==> src/rtl/bar_seq_pkg.sv <==
package bar_seq_pkg;

    localparam int LAMPS_DEF = 6;
    localparam int BAR_DEF   = 3;

    typedef enum logic {
        SEQ_IDLE = 1'b0,
        SEQ_RUN  = 1'b1
    } seq_mode_e;

    typedef struct packed {
        int lo;
        int hi;
    } span_t;

    function automatic int fwd_steps(input int n, input int w);
        return n + w - 1;
    endfunction

    function automatic int total_steps(input int n, input int w);
        return 2 * fwd_steps(n, w) - 1;
    endfunction

    function automatic int imax(input int a, input int b);
        return (a > b) ? a : b;
    endfunction

    function automatic int imin(input int a, input int b);
        return (a < b) ? a : b;
    endfunction

    // Lit range for a step; step 0 is an empty span.
    function automatic span_t bar_span(input int step, input int n, input int w);
        span_t sp;
        int    f;
        int    t;
        f = fwd_steps(n, w);
        if (step <= 0) begin
            sp.lo = 1;
            sp.hi = 0;
        end else if (step <= f) begin
            sp.lo = imax(step - w, 0);
            sp.hi = imin(step - 1, n - 1);
        end else begin
            t     = step - (f - 1);
            sp.lo = (n - 1) - imin(t - 1, n - 1);
            sp.hi = (n - 1) - imax(t - w, 0);
        end
        return sp;
    endfunction

endpackage

==> src/rtl/bar_step_timer.sv <==
module bar_step_timer #(
    parameter int STEP_CYCLES = 4
) (
    input  logic clk,
    input  logic rst,
    input  logic arm,
    input  logic run,
    output logic tick
);
    localparam int CW = $clog2(STEP_CYCLES > 1 ? STEP_CYCLES : 2);
    localparam logic [CW-1:0] LAST = CW'(STEP_CYCLES - 1);

    logic [CW-1:0] cnt_q;

    always_ff @(posedge clk) begin
        if (rst || arm) begin
            cnt_q <= '0;
        end else if (run) begin
            if (cnt_q == LAST) cnt_q <= '0;
            else               cnt_q <= cnt_q + 1'b1;
        end
    end

    assign tick = run && (cnt_q == LAST);
endmodule

==> src/rtl/bar_step_ctrl.sv <==
module bar_step_ctrl
    import bar_seq_pkg::*;
#(
    parameter int N_STEPS = 15,
    parameter int STEP_W  = 4
) (
    input  logic              clk,
    input  logic              rst,
    input  logic              start,
    input  logic              tick,
    output logic              arm,
    output logic              run,
    output logic [STEP_W-1:0] step
);
    localparam logic [STEP_W-1:0] LAST_STEP = STEP_W'(N_STEPS);
    localparam logic [STEP_W-1:0] RESUME    = STEP_W'(2);

    seq_mode_e         mode_q;
    logic [STEP_W-1:0] step_q;

    assign arm = start && !rst && (mode_q == SEQ_IDLE);

    always_ff @(posedge clk) begin
        if (rst) begin
            mode_q <= SEQ_IDLE;
        end else if (arm) begin
            mode_q <= SEQ_RUN;
        end
    end

    always_ff @(posedge clk) begin
        if (rst || arm) begin
            step_q <= '0;
        end else if (tick) begin
            if (step_q == LAST_STEP) step_q <= RESUME;
            else                     step_q <= step_q + 1'b1;
        end
    end

    assign run  = (mode_q == SEQ_RUN);
    assign step = step_q;
endmodule

==> src/rtl/bar_lamp_decode.sv <==
module bar_lamp_decode
    import bar_seq_pkg::*;
#(
    parameter int N_LAMPS = 6,
    parameter int BAR_MAX = 3,
    parameter int STEP_W  = 4
) (
    input  logic [STEP_W-1:0]  step,
    output logic [N_LAMPS-1:0] lamps
);
    span_t sp;

    always_comb begin
        sp = bar_span(int'(step), N_LAMPS, BAR_MAX);
    end

    for (genvar i = 0; i < N_LAMPS; i++) begin : g_lamp
        assign lamps[i] = (i >= sp.lo) && (i <= sp.hi);
    end
endmodule

==> src/rtl/bar_seq_top.sv <==
module bar_seq_top
    import bar_seq_pkg::*;
#(
    parameter int STEP_CYCLES = 4,
    parameter int N_LAMPS     = LAMPS_DEF,
    parameter int BAR_MAX     = BAR_DEF
) (
    input  logic               clk,
    input  logic               rst,
    input  logic               start,
    output logic [N_LAMPS-1:0] lamps
);
    localparam int N_STEPS = 2 * (N_LAMPS + BAR_MAX - 1) - 1;
    localparam int STEP_W  = $clog2(N_STEPS + 1);

    logic              arm_w;
    logic              run_w;
    logic              tick_w;
    logic [STEP_W-1:0] step_w;

    bar_step_timer #(.STEP_CYCLES(STEP_CYCLES)) u_timer (
        .clk (clk),
        .rst (rst),
        .arm (arm_w),
        .run (run_w),
        .tick(tick_w)
    );

    bar_step_ctrl #(.N_STEPS(N_STEPS), .STEP_W(STEP_W)) u_ctrl (
        .clk  (clk),
        .rst  (rst),
        .start(start),
        .tick (tick_w),
        .arm  (arm_w),
        .run  (run_w),
        .step (step_w)
    );

    bar_lamp_decode #(.N_LAMPS(N_LAMPS), .BAR_MAX(BAR_MAX), .STEP_W(STEP_W)) u_dec (
        .step (step_w),
        .lamps(lamps)
    );
endmodule

==> config.mk <==
export PLATFORM = sky130hd
export DESIGN_NAME = bar_seq_top
export DESIGN_NICKNAME = d
export VERILOG_FILES = /design/src/rtl/bar_seq_pkg.sv /design/src/rtl/bar_step_timer.sv /design/src/rtl/bar_step_ctrl.sv /design/src/rtl/bar_lamp_decode.sv /design/src/rtl/bar_seq_top.sv
export SDC_FILE = /design/constraint.sdc
export NUM_CORES = 1
export LEC_CHECK = 0
export ABC_CLOCK_PERIOD_IN_PS = 5800
export BUFFER_PORTS_ARGS = -buffer_cell sky130_fd_sc_hd__buf_2
export CELL_PAD_IN_SITES_DETAIL_PLACEMENT = 1
export CELL_PAD_IN_SITES_GLOBAL_PLACEMENT = 1
export CORE_ASPECT_RATIO = 1.1
export CORE_UTILIZATION = 31
export CTS_CLUSTER_SIZE = 24
export DETAILED_ROUTE_END_ITERATION = 8
export PLACE_DENSITY = 0.55
export SYNTH_ARGS = -nofsm -noshare
export SYNTH_HDL_FRONTEND = slang
export SYNTH_HIERARCHICAL = 1
export SYNTH_SLANG_ARGS = --single-unit
==> constraint.sdc <==
create_clock -name clk -period 5.8 [get_ports clk]
set_input_delay 0.29 -clock clk [delete_from_list [all_inputs] [get_ports clk]]
set_output_delay 0.29 -clock clk [all_outputs]
set_load 0.01 [all_outputs]
# After elaboration in Yosys (flattened, before gate mapping)
# Index checks and enable logic that the tools add are counted.
[word_totals]
ff_bits = 7
input_bits = 3
out_inout_bits = 6
wordCells = 52
[op_classes]
n_addsub = 9
magnitude_cmp = 18
eq_ne = 2
muxes = 8
bitwise_logic = 1
n_reduce_logical = 11
[op_table]
columns = ["op", "count"]
rows = [
  ["32-bit 2-to-1 mux", 4],
  ["64-bit 2-to-1 mux", 2],
  ["3-bit by 32-bit >= comparator with 1-bit output (first input constant)", 2],
  ["4-bit by 32-bit >= comparator with 1-bit output (first input constant)", 2],
  ["32-bit by 1-bit greater-than comparator with 1-bit output (second input constant)", 2],
  ["3-bit by 32-bit <= comparator with 1-bit output (first input constant)", 2],
  ["4-bit by 32-bit <= comparator with 1-bit output (first input constant)", 2],
  ["32-bit by 4-bit < comparator with 1-bit output (second input constant)", 2],
  ["4-bit by 32-bit subtractor with 32-bit output (first input constant)", 2],
  ["1-bit by 32-bit >= comparator with 1-bit output (first input constant)", 1],
  ["2-bit by 32-bit >= comparator with 1-bit output (first input constant)", 1],
  ["1-bit by 32-bit <= comparator with 1-bit output (first input constant)", 1],
  ["2-bit by 32-bit <= comparator with 1-bit output (first input constant)", 1],
  ["32-bit by 2-bit subtractor with 32-bit output (second input constant)", 1],
  ["32-bit by 3-bit subtractor with 32-bit output (second input constant)", 1],
  ["1-bit logical AND", 9],
  ["4-bit by 1-bit subtractor with 5-bit output (second input constant)", 1],
  ["4-bit by 2-bit subtractor with 5-bit output (second input constant)", 1],
  ["4-bit by 3-bit subtractor with 5-bit output (second input constant)", 1],
  ["4-bit by 1-bit adder with 4-bit output (second input constant)", 1],
  ["4-bit == test (second input constant)", 1],
  ["4-bit by 1-bit <= comparator with 1-bit output (second input constant)", 1],
  ["4-bit <= comparator (second input constant)", 1],
  ["4-bit 2-to-1 mux", 1],
  ["6 further kinds", 6],
]

# Logic depth before layout (Yosys ltp)
# Gate-level depths: netlist (run 1).
[logic_depth]
depth_word = 9
mapped_depth = 23
mapped_depth_nobuf = 21

# By module
# Netlist (run 1), hierarchy kept.
[modules_own_cells]
columns = ["module", "instances", "cells_each", "area_each_um2", "seq_area_each_um2"]
rows = [
  ["bar_lamp_decode", 1, 199, 1412.6, 0.0],
  ["bar_step_ctrl", 1, 26, 225.2, 100.1],
  ["bar_step_timer", 1, 9, 101.3, 40.0],
]

# Worst setup path before layout (run 1)
# Ideal clock, no wire load.
[synth_timing]
path_kind = "flip-flop to output port"
start = "register u_ctrl.step_q[0], in the netlist u_ctrl/step[0]"
end = "output lamps[3]"
arrival_ns = 5.170
required_time_ns = 5.510
setup_slack_ns = 0.340
stages_incl_launch_ff = 22
path_buffers = 2
cell_sequence = "dfxtp_1 buf_2 inv_1 ha_1 clkbuf_1 or2_2 a21oi_1 o32ai_1 a32o_1 a21oi_1 ha_1 or2_2 ha_1 or3_1 ha_1 nor4b_1 nand4_1 nor4_1 nand2_1 o211ai_1 nand3_1 a222oi_1"
[synth_via]
elab_chain_cells = 9
elab_cells_between_ends = 22
classes_between = "7 x add/sub; 8 x order compare; 6 x mux; 1 x reduce/logical"
[synth_rtl]
columns = ["element", "line_no", "source"]
rows = [
  ["start: declaration", "bar_step_ctrl.sv:19", "logic [STEP_W-1:0] step_q;"],
  ["start signal: assignment", "bar_step_ctrl.sv:36", "else step_q <= step_q + 1'b1;"],
  ["4-bit by 3-bit subtractor with 5-bit output", "bar_seq_pkg.sv:45", "t = step - (f - 1);"],
  ["32-bit by 2-bit subtractor with 32-bit output / 32-bit by 3-bit subtractor with 32-bit output (equally long branches)", "bar_seq_pkg.sv:46, bar_seq_pkg.sv:47", ""],
  ["32-bit by 4-bit < comparator with 1-bit output / 32-bit by 1-bit greater-than comparator with 1-bit output (equally long branches)", "bar_seq_pkg.sv:29, bar_seq_pkg.sv:25", ""],
  ["32-bit 2-to-1 mux, on equally long branches", "bar_seq_pkg.sv:29, bar_seq_pkg.sv:25", ""],
  ["4-bit by 32-bit subtractor with 32-bit output, on equally long branches", "bar_seq_pkg.sv:46, bar_seq_pkg.sv:47", ""],
  ["64-bit 2-to-1 mux", "bar_seq_pkg.sv:41", "end else if (step <= f) begin"],
  ["64-bit 2-to-1 mux (*)", "bar_seq_pkg.sv:38", "if (step <= 0) begin"],
  ["3-bit by 32-bit >= comparator with 1-bit output / 3-bit by 32-bit <= comparator with 1-bit output (equally long branches)", "bar_lamp_decode.sv:18", "assign lamps[i] = (i >= sp.lo) && (i <= sp.hi);"],
  ["1-bit logical AND (*)", "bar_lamp_decode.sv:18", ""],
  ["end: declaration", "bar_seq_top.sv:11", "output logic [N_LAMPS-1:0] lamps"],
]
# Mark *: on every way between the ends. The rest lies on a longest branch, timed or not.

# Worst setup path in the final report (run 1)
[layout_timing]
start = "register u_ctrl.step_q[1], in the netlist u_ctrl/step[1]"
end = "output lamps[3]"
# The elaborated chain is that of the path after synthesis.

==> flow_summary.ini, run 1 <==
[run_status]
run_status = complete, no violations

[min_path]
hold_path.startpoint = rst
worst_hold_path.endpoint = u_timer/cnt_q[0]$_SDFFE_PP0P_
whs_path_depth = 2
min_path_type = in2reg

[detailed_routing]
postRouteAntennaNets = 0
route.vias.total = 1792
wl_um = 4880
drtPass1Iterations = 4
drt-initial-drc-count = 75
wire_per_inst_um = 15.3
drc = 0
post_drt_via_cell_ratio = 5.60

[yosys]
async_flop_share = 0
ys.flop_type = dfxtp_1
synth.avg_cell_area_sq_um = 7.43
yosysTopAreaCell = ha_1
synth-edff-count = 0
yosys-top-cells-count = 25 x ha_1, 19 x nand2_1, 17 x a21oi_1, 17 x nor2_1, 14 x o21ai_0
synth_seq_cells = 7
ys_seq_area_frac = 0.0806
synth_cells = 234
synth_most_common_cell = ha_1
ys_types = 66
synth_warnings = 6
synth.top_cell.area_share = 0.180
ys_top_cells_by_area = ha_1 18%, dfxtp_1 8.1%, a21oi_1 4.9%
syn_area_sq_mm = 0.00174

[global_route]
grt_max_degree = 26
grt_pass1_wl_um = 8400
grt_pass1_vias = 1760
gr-total-overflow = 0
antenna_found_initial = 0
gr-usage-all-layers = 0.180

[power_and_ir_drop]
power_density_mw_per_mm2 = 67.3
p_leak_uw = 0.000850
peakVddDrop_mv = 0.0854
p_total_uw = 130
p_int_uw = 102
combinationalPowerShare = 0.075
clkPwrFrac = 0.532
power.share.sequential = 0.393
switching_share = 0.216
p_switching_uw = 28.0

[setup_path]
cpPeakStageDelay_ns = 0.42
rr_endpoint = u_ctrl/step[3]$_SDFFE_PP0P_
ff2ff_path_depth = 5
critPathKind = reg2out
cp_common_cell = ha_1
slowest_stage = dfxtp_2
critPathRequiredTime_ns = 5.51
cp_max_fo = 10
worst_ep_arrival_time_ns = 5.07
ff2ff_setup_slack_ns = 4.45
crit_path_end_kind = output port
critPathLaunchType = flop
r2r_start = u_timer/cnt_q[0]$_SDFFE_PP0P_
worstPathCellList = inv_1 -> ha_1 -> or2_2 -> a21oi_1 -> o32ai_1 -> a32o_1 -> a21oi_1 -> ha_1 -> or2_2 -> ha_1 -> or3_1 -> ha_1 -> nor4b_1 -> nand4_1 -> nor4_2 -> nand2_1 -> o211ai_1 -> buf_4 -> nand3_1 -> a222oi_1 -> buf_2

[finish]
areaGrowthSynthToFinish_pct = 10.8
final_cells = 320
multi_input_area_sq_mm = 0.00151
nFillCells = 709
antenna_cells = 0
drive_gt1_frac = 0.167
nets = 274
ff_latch_area_sq_um = 143

[timing]
worst_pin_slew_ns = 0.521
relSlewSlack = 0.648
post-route-period-util = 0.925
hold_viol_final = 0
fmaxAchievable_mhz = 186
skew_ns = 0.00466
fin_crit_ns = 5.36
setup_viol = 0
drv_slew = 0

[floorplanning]
pin_count = 9
die_area_sq_mm = 0.00591
fp.dieH_um = 80.6
start_util = 0.322
rows = 28
dieWidth_um = 73.4
core_sq_mm = 0.00540

[cts]
ctsRootBufferMaster = clkbuf_8
clk_latency_ns = 0.23
htreeDepth = 1
cts_tree = done
clock-sinks = 7
cts.clk_slew.worst_paths_ns = 0.04
cts_max_path_buffers = 2
numCtsBuffers = 3
hold_buffers = 0

[run]
cap_violations = 0

[placement]
io_buffer_count = 8
dp.cells = 315
place_hpwl_um = 3810
place.gp.congestion = 0.885
==> cell usage in the layout (no fill, tap or decap), types with 3 or more instances in the layout <==
cell and n:
or2_2 3, nor2b_1 4, nand4_1 5, xor2_1 5, dfxtp_1 5, nand2_1 19, conb_1 5, buf_2 8
o211ai_1 3, a21oi_1 17, or3_1 5, nand2b_1 11, a31oi_1 5, inv_1 9, nor2_1 17, a22oi_1 4
buf_4 8, o21ai_0 14, clkbuf_8 3, nor3_1 4, ha_1 24, o22ai_1 3, and2_1 3
==> cells by family after synthesis <==
group,after synthesis,synth area share
buffers and inverters,22,0.0640
DFF,7,0.0806
other,1,0.00216
AOI/OAI and AO/OA,81,0.338
xor gates and xnor gates,8,0.0446
muxes,3,0.0180
adders and majority gates,26,0.186
and+or+nand+nor,86,0.267
==> timing repair <==
item / CTS / global route
gates resized for setup: 0 / 4
setup buffers: 0 / 1
endpoints found under the setup margin: 0 / 6
==> area by class of cell <==
type                            count  share of cell area
Tap cell                           75              0.0487
Inverter                            9              0.0175
Sequential cell                     7              0.0740
Multi-Input combinational cell    209               0.784
Clock buffer                        4              0.0234
Timing Repair Buffer               16              0.0519
==> how the worst max path moves through the flow <==
| stage | startpoint | endpoint | slack, ns |
|---|---|---|---|
| global route | u_ctrl/step[1]$_SDFFE_PP0P_ | lamps[3] | -0.05 |
| floorplan | u_ctrl/step[0]$_SDFFE_PP0P_ | lamps[3] | 0.34 |
| detailed placement | u_ctrl/step[0]$_SDFFE_PP0P_ | lamps[3] | 0.26 |
| global placement | u_ctrl/step[0]$_SDFFE_PP0P_ | lamps[3] | 0.29 |
| CTS | u_ctrl/step[0]$_SDFFE_PP0P_ | lamps[3] | 0.006 |
| finish | u_ctrl/step[1]$_SDFFE_PP0P_ | lamps[3] | 0.44 |
==> registers in the layout, indices dropped and copies added (netlist names) <==
register       cells
u_ctrl/run         1
u_timer/cnt_q      2
u_ctrl/step        4
==> layer usage <==
layer  share of wire  up-vias  track usage  wire, um
met2            0.47       30        0.303      2280
met5               0        -            0         0
met3           0.023       12      0.00376       112
met4           0.026        0       0.0731       127
met1            0.48      845        0.241      2360
li1                -      905            -         -
==> through the flow <==
stage / hold slack, ns / util / setup TNS (ns) / cell area [sq um] / setup slack [ns]
global placement: 0.499 / 0.345 / 0 / 1860 / 0.290
global route: 0.288 / 0.357 / -0.0453 / 1930 / -0.0453
detailed placement: 0.508 / 0.345 / 0 / 1860 / 0.255
finish: 0.281 / 0.357 / 0 / 1930 / 0.436
CTS: 0.281 / 0.354 / 0 / 1910 / 0.00623
floorplan: 0.355 / - / 0 / 1750 / 0.340
==> worst max-delay path, delay by kind of cell, from the launching register on <==
family          cells  cell delay (ns)
simple gates        8             1.81
compound gates      6             1.11
flops               1             0.42
fa+ha+maj           4             1.05
buf+inv             3             0.46
==> power groups by stage <==
| stage | combinational, uW | clock, uW | sequential [uW] |
|---|---|---|---|
| after global placement | 9.53 | 0 | 51.7 |
| after global routing | 11.6 | 72.1 | 51.2 |
| after CTS | 9.90 | 71.4 | 51.0 |
| final | 9.71 | 69.0 | 51.0 |
| after floorplan | 6.90 | 0 | 51.4 |
| after detailed placement | 9.79 | 0 | 51.8 |
Power figures use the tool's default switching activity.
==> run 2: changes to the inputs <==
Settings changed: ABC_AREA set to 1, PLACE_DENSITY 0.55 to 0.58.
==> run 2 against run 1 <==
Global-route usage fell by 0.82 points. First-iteration DRC count fell by 52%. Die area fell by 4.3%. Sequential share of layout area rose by 0.30 points. Largest power group unchanged.
==> flow_summary.ini, run 2 <==
[placement]
dp.cells = 348
io_buffer_count = 8
place.gp.congestion = 0.898
place_hpwl_um = 3690

[finish]
drive_gt1_frac = 0.143
largest_reg_flops = 4
mostFrequentLayoutCells = 70 x nand2_1, 38 x inv_1, 29 x nor2_1, 25 x ha_1, 24 x nand3_1
final_common_cell = nand2_1
areaGrowthSynthToFinish_pct = 9.49
nets = 323
final_cells = 352
nFillCells = 701
antenna_cells = 0
regMostFlops = u_ctrl/step

[setup_path]
critPathKind = reg2out
cp_max_fo = 10
critPathRequiredTime_ns = 5.51
critPathLaunchType = flop
crit_path_end_kind = output port
worst_ep_arrival_time_ns = 4.30

[cts]
clk_latency_ns = 0.23
numCtsBuffers = 3
hold_buffers = 0
cts_tree = done
cts_max_path_buffers = 2
clock-sinks = 7
ctsRootBufferMaster = clkbuf_8
postCtsSetupBuffers = 0
htreeDepth = 1
cts_repair_resize_count = 0
cts.clk_slew.worst_paths_ns = 0.04

[yosys]
synth.avg_cell_area_sq_um = 5.93
synth.top_cell.area_share = 0.188
synth_warnings = 6
synth_cells = 280
ys_seq_area_frac = 0.0843
synth-edff-count = 0
synth_seq_cells = 7
yosysTopAreaCell = ha_1
syn_area_sq_mm = 0.00166
async_flop_share = 0
ys_top_cells_by_area = ha_1 19%, nand2_1 16%, inv_1 8.6%
yosys-top-cells-count = 70 x nand2_1, 38 x inv_1, 29 x nor2_1, 25 x ha_1, 24 x nand3_1
synth_most_common_cell = nand2_1
ys_types = 33
ys.flop_type = dfxtp_1

[global_route]
grt_max_degree = 16
gr-total-overflow = 0
antenna_found_initial = 0
grt_pass1_wl_um = 7940
grt_pass1_vias = 1771
gr-usage-all-layers = 0.172

[timing]
whs_ns = 0.279
hold_viol_final = 0
final.setup.tns_ns = 0
rsz0062_at_grt = no
setup_viol = 0
skew_ns = 0.00279
post-route-period-util = 0.791
drv_slew = 0
fin_crit_ns = 4.59
fmaxAchievable_mhz = 218

[detailed_routing]
wl_um = 4320
postRouteAntennaNets = 0
post_drt_via_cell_ratio = 4.93
route.vias.total = 1737
drtPass1Iterations = 4
drt-initial-drc-count = 36
drc = 0
wire_per_inst_um = 12.3

[floorplanning]
pin_count = 9
dieWidth_um = 71.8
rows = 27
start_util = 0.328
core_sq_mm = 0.00507
fp.dieH_um = 78.8
die_area_sq_mm = 0.00566

[power_and_ir_drop]
power_density_mw_per_mm2 = 74.5
p_leak_uw = 0.000992
peakVddDrop_mv = 0.164

[run_status]
run_status = complete, no violations

[min_path]
min_path_type = in2reg

[run]
cap_violations = 0
run 2: changes by cell type after synthesis, sizes merged, moves of 6 or more:
cell / before / now
nor2: 17 / 37
o21ai: 15 / 8
nand2: 20 / 82
nand2b: 11 / 0
a31oi: 7 / 1
buf: 8 / 2
inv: 9 / 44
nand4: 5 / 16
nand3: 2 / 27
run 2: logic make-up after synthesis:
| family | Yosys count | share of synthesized area |
|---|---|---|
| xor+xnor | 2 | 0.0105 |
| buf+inv | 47 | 0.112 |
| simple gates | 170 | 0.508 |
| other cells | 1 | 0.00226 |
| flops | 7 | 0.0843 |
| compound gates | 28 | 0.0941 |
| fa+ha+maj | 25 | 0.188 |
run 2: layout make-up:
| cell class | instances | area [sq um] | share of cell area |
|---|---|---|---|
| timing repair buffer | 8 | 40.0 | 0.0220 |
| clock buffer | 4 | 45.0 | 0.0248 |
| sequential | 7 | 140 | 0.0770 |
| multi-input combinational | 230 | 1350 | 0.742 |
| inverter | 45 | 171 | 0.0942 |
| tap | 58 | 72.6 | 0.0399 |
run 2: report_power, final:
| part | leakage [uW] | internal, uW | total, uW | switching, uW |
|---|---|---|---|---|
| Sequential | 0.0000571 | 50.0 | 51.7 | 1.70 |
| Clock | 0.0000228 | 47.6 | 69.2 | 21.6 |
| Combinational | 0.000913 | 5.72 | 14.5 | 8.81 |
| Total | 0.000992 | 103 | 135 | 32.1 |
run 2: worst max-delay path, cell delays in order (launching register included):
cell	delay, ns
dfxtp_1	0.57
ha_1	0.28
nand2_1	0.12
nand2_1	0.22
o21ai_1	0.14
a31oi_1	0.17
nand3_1	0.09
ha_1	0.31
inv_1	0.17
nand2_1	0.08
ha_1	0.21
inv_1	0.10
nand4_1	0.10
ha_1	0.30
inv_1	0.04
nor4_1	0.27
nand4_1	0.13
nor2_1	0.12
nand3_1	0.08
nand2_1	0.10
nand2_1	0.09
clkinv_1	0.07
nand2_1	0.05
a21oi_1	0.13
buf_2	0.14
run 2: path summary, 6_finish.rpt:
| check | startpoint | endpoint | slack, ns | depth (start not counted) |
|---|---|---|---|---|
| max | u_ctrl/step[0]$_SDFFE_PP0P_ | lamps[2] | 1.21 | 24 |
| max reg2reg | u_ctrl/step[0]$_SDFFE_PP0P_ | u_ctrl/step[3]$_SDFFE_PP0P_ | 4.56 | 4 |
| min reg2reg | u_timer/cnt_q[1]$_SDFFE_PP0P_ | u_timer/cnt_q[1]$_SDFFE_PP0P_ | 0.48 | 2 |
| min | rst | u_ctrl/run$_SDFFE_PP0P_ | 0.28 | 2 |
run 2: layer usage:
| layer | routed length, um | vias to the layer above | global-route usage | share of wire |
|---|---|---|---|---|
| li1 | - | 937 | - | - |
| met1 | 2210 | 788 | 0.229 | 0.51 |
| met2 | 2050 | 8 | 0.300 | 0.47 |
| met3 | 31 | 4 | 0.0152 | 0.0072 |
| met4 | 36 | 0 | 0.0353 | 0.0083 |
| met5 | 0 | - | 0 | 0 |
run 2: stage by stage:
step | cell area (sq um) | util | total power [uW] | worst slack, ns
2_1_floorplan | 1680 | - | 63.3 | 1.96
3_3_place_gp | 1770 | 0.350 | 67.2 | 1.42
3_5_place_dp | 1770 | 0.350 | 67.4 | 1.43
4_1_cts | 1820 | 0.359 | 137 | 1.17
5_1_grt | 1820 | 0.359 | 144 | 0.659
6_report | 1820 | 0.359 | 135 | 1.21
